**config.mk**
```make
export PLATFORM = sky130hd
export DESIGN_NAME = mdu_pair_unit
export DESIGN_NICKNAME = d
export VERILOG_FILES = /design/src/rtl/mdu_pkg.sv /design/src/rtl/mdu_ctrl.sv /design/src/rtl/mdu_mul_step.sv /design/src/rtl/mdu_div_step.sv /design/src/rtl/mdu_pair_unit.sv
export SDC_FILE = /design/constraint.sdc
export NUM_CORES = 1
export LEC_CHECK = 0
export BUFFER_PORTS_ARGS = -buffer_cell sky130_fd_sc_hd__buf_2
export CAP_MARGIN = 15
export CORE_MARGIN = 2
export CORE_UTILIZATION = 45
export DETAILED_ROUTE_END_ITERATION = 7
export PLACE_DENSITY = 0.69
export SETUP_SLACK_MARGIN = 0.15
export SLEW_MARGIN = 10
export SYNTH_ARGS = -nofsm -noshare
export SYNTH_HDL_FRONTEND = slang
export SYNTH_SLANG_ARGS = --single-unit
```
**constraint.sdc**
```tcl
create_clock -name clk -period 5.2 [get_ports clk]
set_clock_uncertainty 0.2 [all_clocks]
set_input_delay 1.04 -clock clk [delete_from_list [all_inputs] [get_ports clk]]
set_output_delay 1.04 -clock clk [all_outputs]
set_load 0.03 [all_outputs]
```
**src/rtl/mdu_pkg.sv**
```systemverilog
// Package: shared types for the register-pair multiply/divide unit.
// Assumes nothing beyond a single clock domain.
package mdu_pkg;
    typedef enum logic [1:0] {
        ST_IDLE = 2'd0,
        ST_RUN  = 2'd1,
        ST_FIN  = 2'd2
    } mdu_state_t;
endpackage

```
**src/rtl/mdu_ctrl.sv**
```systemverilog
// Sequencer: accepts a request when idle, runs WIDTH iteration cycles,
// then one finish cycle. A rejected (odd register) request skips the
// iterations and goes straight to finish.
// Assumes start is a level sampled on the clock edge.
module mdu_ctrl #(
    parameter int WIDTH = 32
) (
    input  logic clk,
    input  logic rst_n,
    input  logic start,
    input  logic skip,
    output logic load,
    output logic step,
    output logic fin,
    output logic busy
);
    import mdu_pkg::*;

    localparam int CNT_W = $clog2(WIDTH);
    localparam logic [CNT_W-1:0] LAST = CNT_W'(WIDTH - 1);

    mdu_state_t state;
    logic [CNT_W-1:0] cnt;

    assign load = (state == ST_IDLE) && start;
    assign step = (state == ST_RUN);
    assign fin  = (state == ST_FIN);
    assign busy = (state != ST_IDLE);

    // Advance the state and the iteration count.
    always_ff @(posedge clk) begin
        if (!rst_n) begin
            state <= ST_IDLE;
            cnt   <= '0;
        end else begin
            case (state)
                ST_IDLE: if (start) begin
                    state <= skip ? ST_FIN : ST_RUN;
                    cnt   <= '0;
                end
                ST_RUN: begin
                    cnt <= cnt + 1'b1;
                    if (cnt == LAST) state <= ST_FIN;
                end
                ST_FIN:  state <= ST_IDLE;
                default: state <= ST_IDLE;
            endcase
        end
    end


    busy_needs_start_chk: assert property (@(posedge clk) disable iff (!rst_n)
        $rose(busy) |-> $past(start));

    run_count_chk: assert property (@(posedge clk) disable iff (!rst_n)
        (step && cnt == LAST) |=> fin);
endmodule

```
**src/rtl/mdu_mul_step.sv**
```systemverilog
// One shift/add multiply iteration on unsigned magnitudes.
// acc_hi holds the partial product high word, acc_lo the remaining
// multiplier bits (shifted out LSB first) and the growing low word.
module mdu_mul_step #(
    parameter int WIDTH = 32
) (
    input  logic [WIDTH-1:0] acc_hi,
    input  logic [WIDTH-1:0] acc_lo,
    input  logic [WIDTH-1:0] mcand,
    output logic [WIDTH-1:0] hi_next,
    output logic [WIDTH-1:0] lo_next
);
    logic [WIDTH:0] sum;

    // Conditionally add the multiplicand, then shift the pair right.
    always_comb begin
        sum     = {1'b0, acc_hi} + (acc_lo[0] ? {1'b0, mcand} : '0);
        hi_next = sum[WIDTH:1];
        lo_next = {sum[0], acc_lo[WIDTH-1:1]};
    end
endmodule

```
**src/rtl/mdu_div_step.sv**
```systemverilog
// One restoring-division iteration on unsigned magnitudes.
// Assumes rem < dvs on entry, which keeps the remainder in WIDTH bits.
module mdu_div_step #(
    parameter int WIDTH = 32
) (
    input  logic [WIDTH-1:0] rem,
    input  logic [WIDTH-1:0] quo,
    input  logic [WIDTH-1:0] dvs,
    output logic [WIDTH-1:0] rem_next,
    output logic [WIDTH-1:0] quo_next
);
    logic [WIDTH:0] trial;
    logic [WIDTH:0] diff;
    logic           fits;

    // Shift in the next dividend bit and subtract when the divisor fits.
    always_comb begin
        trial    = {rem, quo[WIDTH-1]};
        diff     = trial - {1'b0, dvs};
        fits     = trial >= {1'b0, dvs};
        rem_next = fits ? diff[WIDTH-1:0] : trial[WIDTH-1:0];
        quo_next = {quo[WIDTH-2:0], fits};
    end
endmodule

```
**src/rtl/mdu_pair_unit.sv**
```systemverilog
// Register-pair signed multiply/divide unit (top).
// Multiply: pair_odd * operand2 (or its sign-extended low half) -> pair.
// Divide: {pair_even,pair_odd} / operand2 -> remainder even, quotient odd.
// Works on magnitudes and fixes signs in the finish cycle.
// Assumes the caller holds no expectations on data outputs unless a
// write enable is high.
module mdu_pair_unit #(
    parameter int WIDTH    = 32,
    parameter int REG_BITS = 4
) (
    input  logic                clk,
    input  logic                rst_n,
    input  logic                start,
    input  logic                op_div,
    input  logic [REG_BITS-1:0] reg_num,
    input  logic [WIDTH-1:0]    pair_even,
    input  logic [WIDTH-1:0]    pair_odd,
    input  logic [WIDTH-1:0]    operand2,
    input  logic                half_op,
    output logic                busy,
    output logic                done,
    output logic [WIDTH-1:0]    even_data,
    output logic [WIDTH-1:0]    odd_data,
    output logic                even_we,
    output logic                odd_we,
    output logic                spec_exc,
    output logic                div_exc
);
    localparam int HALF_W = WIDTH / 2;
    localparam int DBL_W  = 2 * WIDTH;
    localparam logic [WIDTH-1:0] MIN_MAG = {1'b1, {(WIDTH-1){1'b0}}};

    logic load, step, fin;

    mdu_ctrl #(.WIDTH(WIDTH)) u_ctrl (
        .clk(clk), .rst_n(rst_n), .start(start), .skip(reg_num[0]),
        .load(load), .step(step), .fin(fin), .busy(busy)
    );

    // Operation state captured at load.
    logic             div_q, spec_q, pre_exc_q, neg_a_q, neg_b_q;
    logic [WIDTH-1:0] acc_hi, acc_lo, opnd_q;

    // Load-time operand preparation.
    logic [WIDTH-1:0] mult_src, mag_mcand, mag_mult, mag_dvs;
    logic [DBL_W-1:0] dividend, mag_dvd;
    logic             sgn_a, sgn_b;

    // Build signed operands and their magnitudes for either operation.
    always_comb begin
        mult_src  = half_op ? {{(WIDTH-HALF_W){operand2[HALF_W-1]}}, operand2[HALF_W-1:0]}
                            : operand2;
        mag_mcand = pair_odd[WIDTH-1] ? -pair_odd : pair_odd;
        mag_mult  = mult_src[WIDTH-1] ? -mult_src : mult_src;
        mag_dvs   = operand2[WIDTH-1] ? -operand2 : operand2;
        dividend  = {pair_even, pair_odd};
        mag_dvd   = dividend[DBL_W-1] ? -dividend : dividend;
        sgn_a     = op_div ? dividend[DBL_W-1] : pair_odd[WIDTH-1];
        sgn_b     = op_div ? operand2[WIDTH-1] : mult_src[WIDTH-1];
    end

    // Iteration datapaths.
    logic [WIDTH-1:0] mhi_n, mlo_n, drem_n, dquo_n;

    mdu_mul_step #(.WIDTH(WIDTH)) u_mul (
        .acc_hi(acc_hi), .acc_lo(acc_lo), .mcand(opnd_q),
        .hi_next(mhi_n), .lo_next(mlo_n)
    );

    mdu_div_step #(.WIDTH(WIDTH)) u_div (
        .rem(acc_hi), .quo(acc_lo), .dvs(opnd_q),
        .rem_next(drem_n), .quo_next(dquo_n)
    );

    // Capture operands on load and iterate while running.
    always_ff @(posedge clk) begin
        if (!rst_n) begin
            div_q     <= 1'b0;
            spec_q    <= 1'b0;
            pre_exc_q <= 1'b0;
            neg_a_q   <= 1'b0;
            neg_b_q   <= 1'b0;
            acc_hi    <= '0;
            acc_lo    <= '0;
            opnd_q    <= '0;
        end else if (load) begin
            div_q     <= op_div;
            spec_q    <= reg_num[0];
            neg_a_q   <= sgn_a;
            neg_b_q   <= sgn_b;
            if (op_div) begin
                acc_hi    <= mag_dvd[DBL_W-1:WIDTH];
                acc_lo    <= mag_dvd[WIDTH-1:0];
                opnd_q    <= mag_dvs;
                pre_exc_q <= (mag_dvs == '0) || (mag_dvd[DBL_W-1:WIDTH] >= mag_dvs);
            end else begin
                acc_hi    <= '0;
                acc_lo    <= mag_mult;
                opnd_q    <= mag_mcand;
                pre_exc_q <= 1'b0;
            end
        end else if (step) begin
            acc_hi <= div_q ? drem_n : mhi_n;
            acc_lo <= div_q ? dquo_n : mlo_n;
        end
    end

    // Finish-cycle sign fix-up and range check.
    logic [DBL_W-1:0] prod_mag, prod;
    logic [WIDTH-1:0] quo_s, rem_s;
    logic             q_neg, q_fits, bad_div;

    // Apply signs to the magnitudes and decide whether the quotient fits.
    always_comb begin
        prod_mag = {acc_hi, acc_lo};
        prod     = (neg_a_q ^ neg_b_q) ? -prod_mag : prod_mag;
        q_neg    = neg_a_q ^ neg_b_q;
        q_fits   = q_neg ? (acc_lo <= MIN_MAG) : !acc_lo[WIDTH-1];
        quo_s    = q_neg ? -acc_lo : acc_lo;
        rem_s    = neg_a_q ? -acc_hi : acc_hi;
        bad_div  = pre_exc_q || !q_fits;
    end

    // Register the result, the write enables and the exception flags.
    always_ff @(posedge clk) begin
        if (!rst_n) begin
            done      <= 1'b0;
            even_we   <= 1'b0;
            odd_we    <= 1'b0;
            spec_exc  <= 1'b0;
            div_exc   <= 1'b0;
            even_data <= '0;
            odd_data  <= '0;
        end else begin
            done     <= fin;
            spec_exc <= fin && spec_q;
            div_exc  <= fin && !spec_q && div_q && bad_div;
            even_we  <= fin && !spec_q && !(div_q && bad_div);
            odd_we   <= fin && !spec_q && !(div_q && bad_div);
            if (fin && !spec_q && !(div_q && bad_div)) begin
                even_data <= div_q ? rem_s : prod[DBL_W-1:WIDTH];
                odd_data  <= div_q ? quo_s : prod[WIDTH-1:0];
            end
        end
    end


    done_single_chk: assert property (@(posedge clk) disable iff (!rst_n)
        done |=> !done);

    busy_end_chk: assert property (@(posedge clk) disable iff (!rst_n)
        $fell(busy) |-> done);

    we_with_done_chk: assert property (@(posedge clk) disable iff (!rst_n)
        (even_we || odd_we) |-> done);

    spec_no_write_chk: assert property (@(posedge clk) disable iff (!rst_n)
        spec_exc |-> (!even_we && !odd_we && !div_exc));

    div_exc_no_write_chk: assert property (@(posedge clk) disable iff (!rst_n)
        div_exc |-> (!even_we && !odd_we && done));
endmodule

```
==> results of run 1 <==
[cell usage after synthesis, types with 30 or more instances]
cell / number
nand2_1: 242
nor2_1: 223
a21oi_1: 182
dfxtp_1: 176
o21ai_0: 150
xnor2_1: 141
clkbuf_1: 126
ha_1: 104
xor2_1: 98
a211oi_1: 80
o211ai_1: 67
inv_1: 59
nor3_1: 58
o31ai_1: 46
mux2i_1: 44
nand3_1: 34
or3_1: 33
a21o_1: 30
[critical path, cell delays in order]
cell and delay [ps]:
buf_2 100, or4_4 530, or3_4 380, or4b_1 490, or2_1 300, o21ai_2 160, xnor2_1 180, ha_1 290
a21o_1 170, a21o_1 150, a21o_1 160, a21o_1 150, a21o_1 160, a21o_1 150, a221o_1 330, a21oi_1 140
a211oi_1 80
[logic make-up after synthesis]
family                     Yosys count
AOI/OAI and AO/OA                  727
xor gates and xnor gates           240
adders and majority gates          106
buffers and inverters              229
DFF                                176
muxes                               54
and+or+nand+nor                    785
[per-layer routing]
layer	global-route usage (%)	part of all wire (%)	vias up
met2	49.9	44	797
met1	42.7	44	8650
met4	10.6	3.2	0
met3	4.17	8.2	105
met5	0	0	-
li1	-	-	8738
[timing repair]
item                                    4_1_cts  5_1_grt
resized for setup                             0        1
endpoints found under the setup margin        0        1
hold endpoints to repair                      0        0
setup buffers                                 0        0
[worst paths after layout]
check	cells after the start	slack (ps)	to	startpoint
hold reg to reg	2	250	even_data[1]	even_data[1]
hold / removal	2	250	even_data[1]	even_data[1]
setup / recovery	17	370	pre_exc_q	pair_even[0]
setup reg to reg	10	870	odd_data[11]	acc_lo[2]
[power by group through the flow]
| stage | registers (mW) | clock network [mW] | logic (mW) |
|---|---|---|---|
| finish | 1.62 | 1.31 | 2.44 |
| global placement | 1.64 | 0 | 2.35 |
| detailed placement | 1.65 | 0 | 2.38 |
| global route | 1.64 | 1.37 | 2.65 |
| CTS | 1.61 | 1.32 | 2.39 |
| floorplan | 1.63 | 0 | 1.66 |
[registers in the layout (all words and copies together) (netlist names)]
register / count
acc_lo: 32
even_data: 32
neg_a_q: 1
acc_hi: 32
div_q: 1
pre_exc_q: 1
u_ctrl.cnt: 5
spec_q: 1
spec_exc: 1
odd_data: 32
done: 1
opnd_q: 32
div_exc: 1
odd_we: 1
neg_b_q: 1
u_ctrl.state: 2
[area by class of cell]
| cell class | count | area, um2 | area share (%) |
|---|---|---|---|
| clock inverters | 14 | 169 | 0.876 |
| multi-input cells | 1912 | 12600 | 65.3 |
| inverters | 60 | 226 | 1.17 |
| repair buffers | 282 | 1700 | 8.83 |
| clock buffers | 18 | 429 | 2.22 |
| flip-flops and latches | 176 | 3520 | 18.3 |
| well taps | 511 | 639 | 3.31 |
[per-stage QoR]
stage	util [%]	setup TNS, ps	instances	setup WS, ps
floorplan	-	0	2317	81.0
global placement	49.8	-36.9	2941	-36.9
detailed placement	49.8	-93.7	2941	-93.7
CTS	51.4	0	2973	368
global route	51.5	0	2973	169
finish	51.5	0	2973	367
==> results.yml, run 1 <==
synthesis:
  synth-simple-area-share_pct: 22.2
  ys_ff_latch: 176
  synthesis.nets: 2528
  yosysSeqAreaShare_pct: 20.7
  synthArstFlopShare_pct: 0
  synthCells: 2317
  yosysTopAreaCell: "dfxtp_1"
  synth_edf_count: 0
  syn_area_um2: 17000
  synth_adder_area_share_pct: 7.88
  yosysWarnings: 0
  synth.mux.area_fraction_pct: 3.25
  avgSynthCellArea_um2: 7.35
  synth_top_area_share_pct: 20.7
  synth_xor_area_share_pct: 12.4
  synth_top_family_by_area: "compound AO/OA/AOI/OAI gates"
  ys_types: 86
  ys_top_cells_by_area: "dfxtp_1 (21%), ha_1 (7.6%), xnor2_1 (7.3%), a21oi_1 (5.4%), nand2_1 (5.3%)"
  synth_ff_type: "dfxtp_1"
  synth_compound_area_share_pct: 28.0
clock_tree:
  cts_sinks: 176
  ctsHtreeMaxLevel: 4
  clock-root-buffer: "clkbuf_16"
  cts-buffers-inserted: 17
  clock_path_buffers: 2
  cts_tree: "built"
  postCtsHoldBufs: 0
  insertion_delay_ps: 450
  path_clk_slew_ps: 80
finish:
  final_common_cell: "nand2_1"
  fillers: 3776
  area_growth_pct: 13.3
  final_area_um2: 19300
  antenna_cells: 0
  drive_gt1_share_pct: 15.2
  finalNetCount: 2660
  final_cell_mix: "nand2_1 (241), nor2_1 (222), a21oi_1 (182), dfxtp_1 (175), buf_2 (170)"
placed_design:
  placed_area_um2: 18700
  io_buffers: 171
  finalWeightedCongestion: 1.00
  hpwl_um: 48600
detailed_routing:
  wl_per_cell_um: 20.8
  vias: 18300
  via_per_inst: 6.15
  drtPass1Iterations: 5
  dr.first_iter.drc_count: 1900
  antenna_left: 0
  wl_um: 61800
  drc: 0
run_status:
  status: "complete, no violations"
global_routing:
  first_global_vias: 16900
  grt_max_degree: 75
  grt_pass1_wl_um: 95600
  overflow: 0
  antenna_found_initial: 0
  grt_use_total_pct: 31.0
sta:
  drv_slew: 0
  slew-limit-headroom_pct: 27.1
  fmax_mhz: 207
  tightest_slew_ps: 1080
  finalSetupViolations: 0
  hold_slack_ps: 250
  fin_crit_sh_pct: 92.9
  final.min_clock_period_ps: 4830
  rsz0062_at_grt: "false"
  hold_viol_final: 0
power_and_ir_drop:
  p_clk_share_pct: 24.4
  p_switching_mw: 2.32
  vdd_drop_max_mv: 0.188
  leakagePower_nw: 7.66
  swShare_pct: 43.3
  seqPwrFrac_pct: 30.2
  comb_power_share_pct: 45.5
  powerDensity_nw_per_um2: 278
  p_total_mw: 5.37
  intPower_mw: 3.05
floorplanning:
  io_pins: 175
  die_x_um: 199
  core_um2: 37500
  die_h_um: 199
  die-area_um2: 39400
  rows: 71
  start_util_pct: 45.4
hold_path:
  min_path_type: "reg2reg"
worst_setup_path:
  crit_type: "in2reg"
  worstSetupStartpointType: "input pin"
  cp-end-kind: "flop"
  arrival_ps: 4960
  cp_max_fo: 3
  cp.required_ps: 5320
flow_run:
  drv_cap: 0
Note: power is estimated with default switching activity, not from simulation.
==> run 2: changes to the inputs <==
--- a/config.mk
+++ b/config.mk
@@ -11,6 +11,7 @@
 export CORE_UTILIZATION = 45
 export DETAILED_ROUTE_END_ITERATION = 7
 export PLACE_DENSITY = 0.69
+export RECOVER_POWER = 50
 export SETUP_SLACK_MARGIN = 0.15
 export SLEW_MARGIN = 10
 export SYNTH_ARGS = -nofsm -noshare
==> run 2 against run 1 <==
Effect of this change: the flow now finishes with violations (max-capacitance violations, max-slew violations); combinational power about the same; core utilization is 0.28 points lower; clock-buffer cell count unchanged; worst setup slack worse by 29 ps; die area is the same; register-to-register slack lost 70 ps; routed wire length barely moved; critical endpoint unchanged; largest cell class unchanged.
==> results.yml, run 2 (synthesized netlist as in run 1, its figures left out) <==
power_and_ir_drop:
  leakagePower_nw: 7.34
  p_total_mw: 5.36
  vdd_drop_max_mv: 0.187
  powerDensity_nw_per_um2: 279
worst_setup_path:
  cp_cell_sequence: "buf_2, or4_4, or3_4, or4b_1, or2_1, o21ai_2, xnor2_1, ha_1, a21o_1, a21o_1, a21o_1, a21o_1, a21o_1, a21o_1, a221o_1, a21oi_1, a211oi_1"
  cp_max_fo: 3
  path_buf_inv: 1
  rr_endpoint: "even_data[8]"
  worstSetupStartpointType: "input pin"
  crit_end: "pre_exc_q"
  cp-end-kind: "flop"
  cpMostUsedCell: "a21o_1"
  critPathSlowestCell: "or4_4"
  max_stage_delay_ps: 530
  path_delay_family: "simple AND/OR/NAND/NOR gates"
  rr_worst_depth: 9
  crit_type: "in2reg"
  arrival_ps: 4960
  reg2reg_slack_ps: 800
  cp.required_ps: 5300
  worstSetupPathDepth: 17
  timing.rr.start: "acc_lo[2]"
  crit_start: "pair_even[0]"
floorplanning:
  die_h_um: 199
  start_util_pct: 45.4
  die_x_um: 199
  rows: 71
  io_pins: 175
  core_um2: 37500
  die-area_um2: 39400
sta:
  hold_viol_final: 0
  finalSetupViolations: 0
  rsz0062_at_grt: "false"
  drv_slew: 122
  fin_crit_sh_pct: 93.5
  fmax_mhz: 206
  final.min_clock_period_ps: 4860
  finalSetupTns_ps: 0
  slew-limit-headroom_pct: -93.7
  tightest_slew_ps: 2910
finish:
  multi_input_area_um2: 12600
  area_growth_pct: 12.7
  register_area_um2: 3520
  finalNetCount: 2660
  drive_gt1_share_pct: 12.1
  final_common_cell: "nand2_1"
  fillers: 3813
  final_area_um2: 19200
  final_cell_mix: "nand2_1 (241), nor2_1 (222), a21oi_1 (182), dfxtp_1 (175), o21ai_0 (149)"
  antenna_cells: 0
clock_tree:
  postCtsHoldBufs: 0
  post_cts_buffers: 0
  cts_resized: 0
  ctsHtreeMaxLevel: 4
  insertion_delay_ps: 450
  cts-buffers-inserted: 17
  cts_sinks: 176
  clock-root-buffer: "clkbuf_16"
  clock_path_buffers: 2
  cts_tree: "built"
  path_clk_slew_ps: 80
placed_design:
  hpwl_um: 48600
  io_buffers: 171
  finalWeightedCongestion: 1.00
  placed_area_um2: 18700
detailed_routing:
  wl_per_cell_um: 20.8
  via_per_inst: 6.14
  dr.first_iter.drc_count: 1909
  drc: 0
  wl_um: 61800
  antenna_left: 0
  drtPass1Iterations: 6
  vias: 18300
global_routing:
  overflow: 0
  first_global_vias: 16900
  grt_pass1_wl_um: 95600
  grt_max_degree: 75
  grt_use_total_pct: 31.0
  antenna_found_initial: 0
run_status:
  violations: "max-capacitance violations, max-slew violations"
  status: "finished, violations left"
hold_path:
  min_path_type: "reg2reg"
flow_run:
  drv_cap: 2
-- run 2: tightest hold or removal path, cell delays in order, from the launching register on --
cell	delay [ps]
dfxtp_1	310
nand2_1	50
o21ai_1	50
-- run 2: worst min path at each step --
stage | start | end | depth (start not counted)
after floorplan | spec_q | div_exc | 1
after global placement | even_data[1] | even_data[1] | 2
after detailed placement | even_data[1] | even_data[1] | 2
after CTS | even_data[1] | even_data[1] | 2
after global routing | opnd_q[19] | opnd_q[19] | 2
final | even_data[1] | even_data[1] | 2
-- run 2: final cells by class --
class	instances	share of cell area (%)
sequential	176	18.4
inverter	60	1.18
clock inverter	14	0.880
multi-input combinational	1912	65.7
timing repair buffer	282	8.33
tap	511	3.33
clock buffer	18	2.24
-- run 2: routing by layer --
metal / up-vias / routed length, um / GRT usage (%)
met2: 842 / 27200 / 49.9
met4: 0 / 1980 / 10.6
met1: 8569 / 27100 / 42.7
met5: - / 0 / 0
li1: 8743 / - / -
met3: 104 / 5540 / 4.17
-- run 2: stage by stage --
step / utilization, % / std cells / setup WS, ps / hold WS (ps)
after global placement: 49.8 / 2941 / -36.9 / 237
after floorplan: - / 2317 / 81.0 / 227
after global routing: 51.2 / 2973 / 142 / 283
final: 51.2 / 2973 / 338 / 251
after CTS: 51.4 / 2973 / 368 / 253
after detailed placement: 49.8 / 2941 / -93.7 / 243
-- run 2: power by group --
group / switching [mW] / total, mW / internal (mW)
logic: 1.50 / 2.43 / 0.932
clock network: 0.656 / 1.31 / 0.650
registers: 0.165 / 1.62 / 1.46
total: 2.32 / 5.36 / 3.04
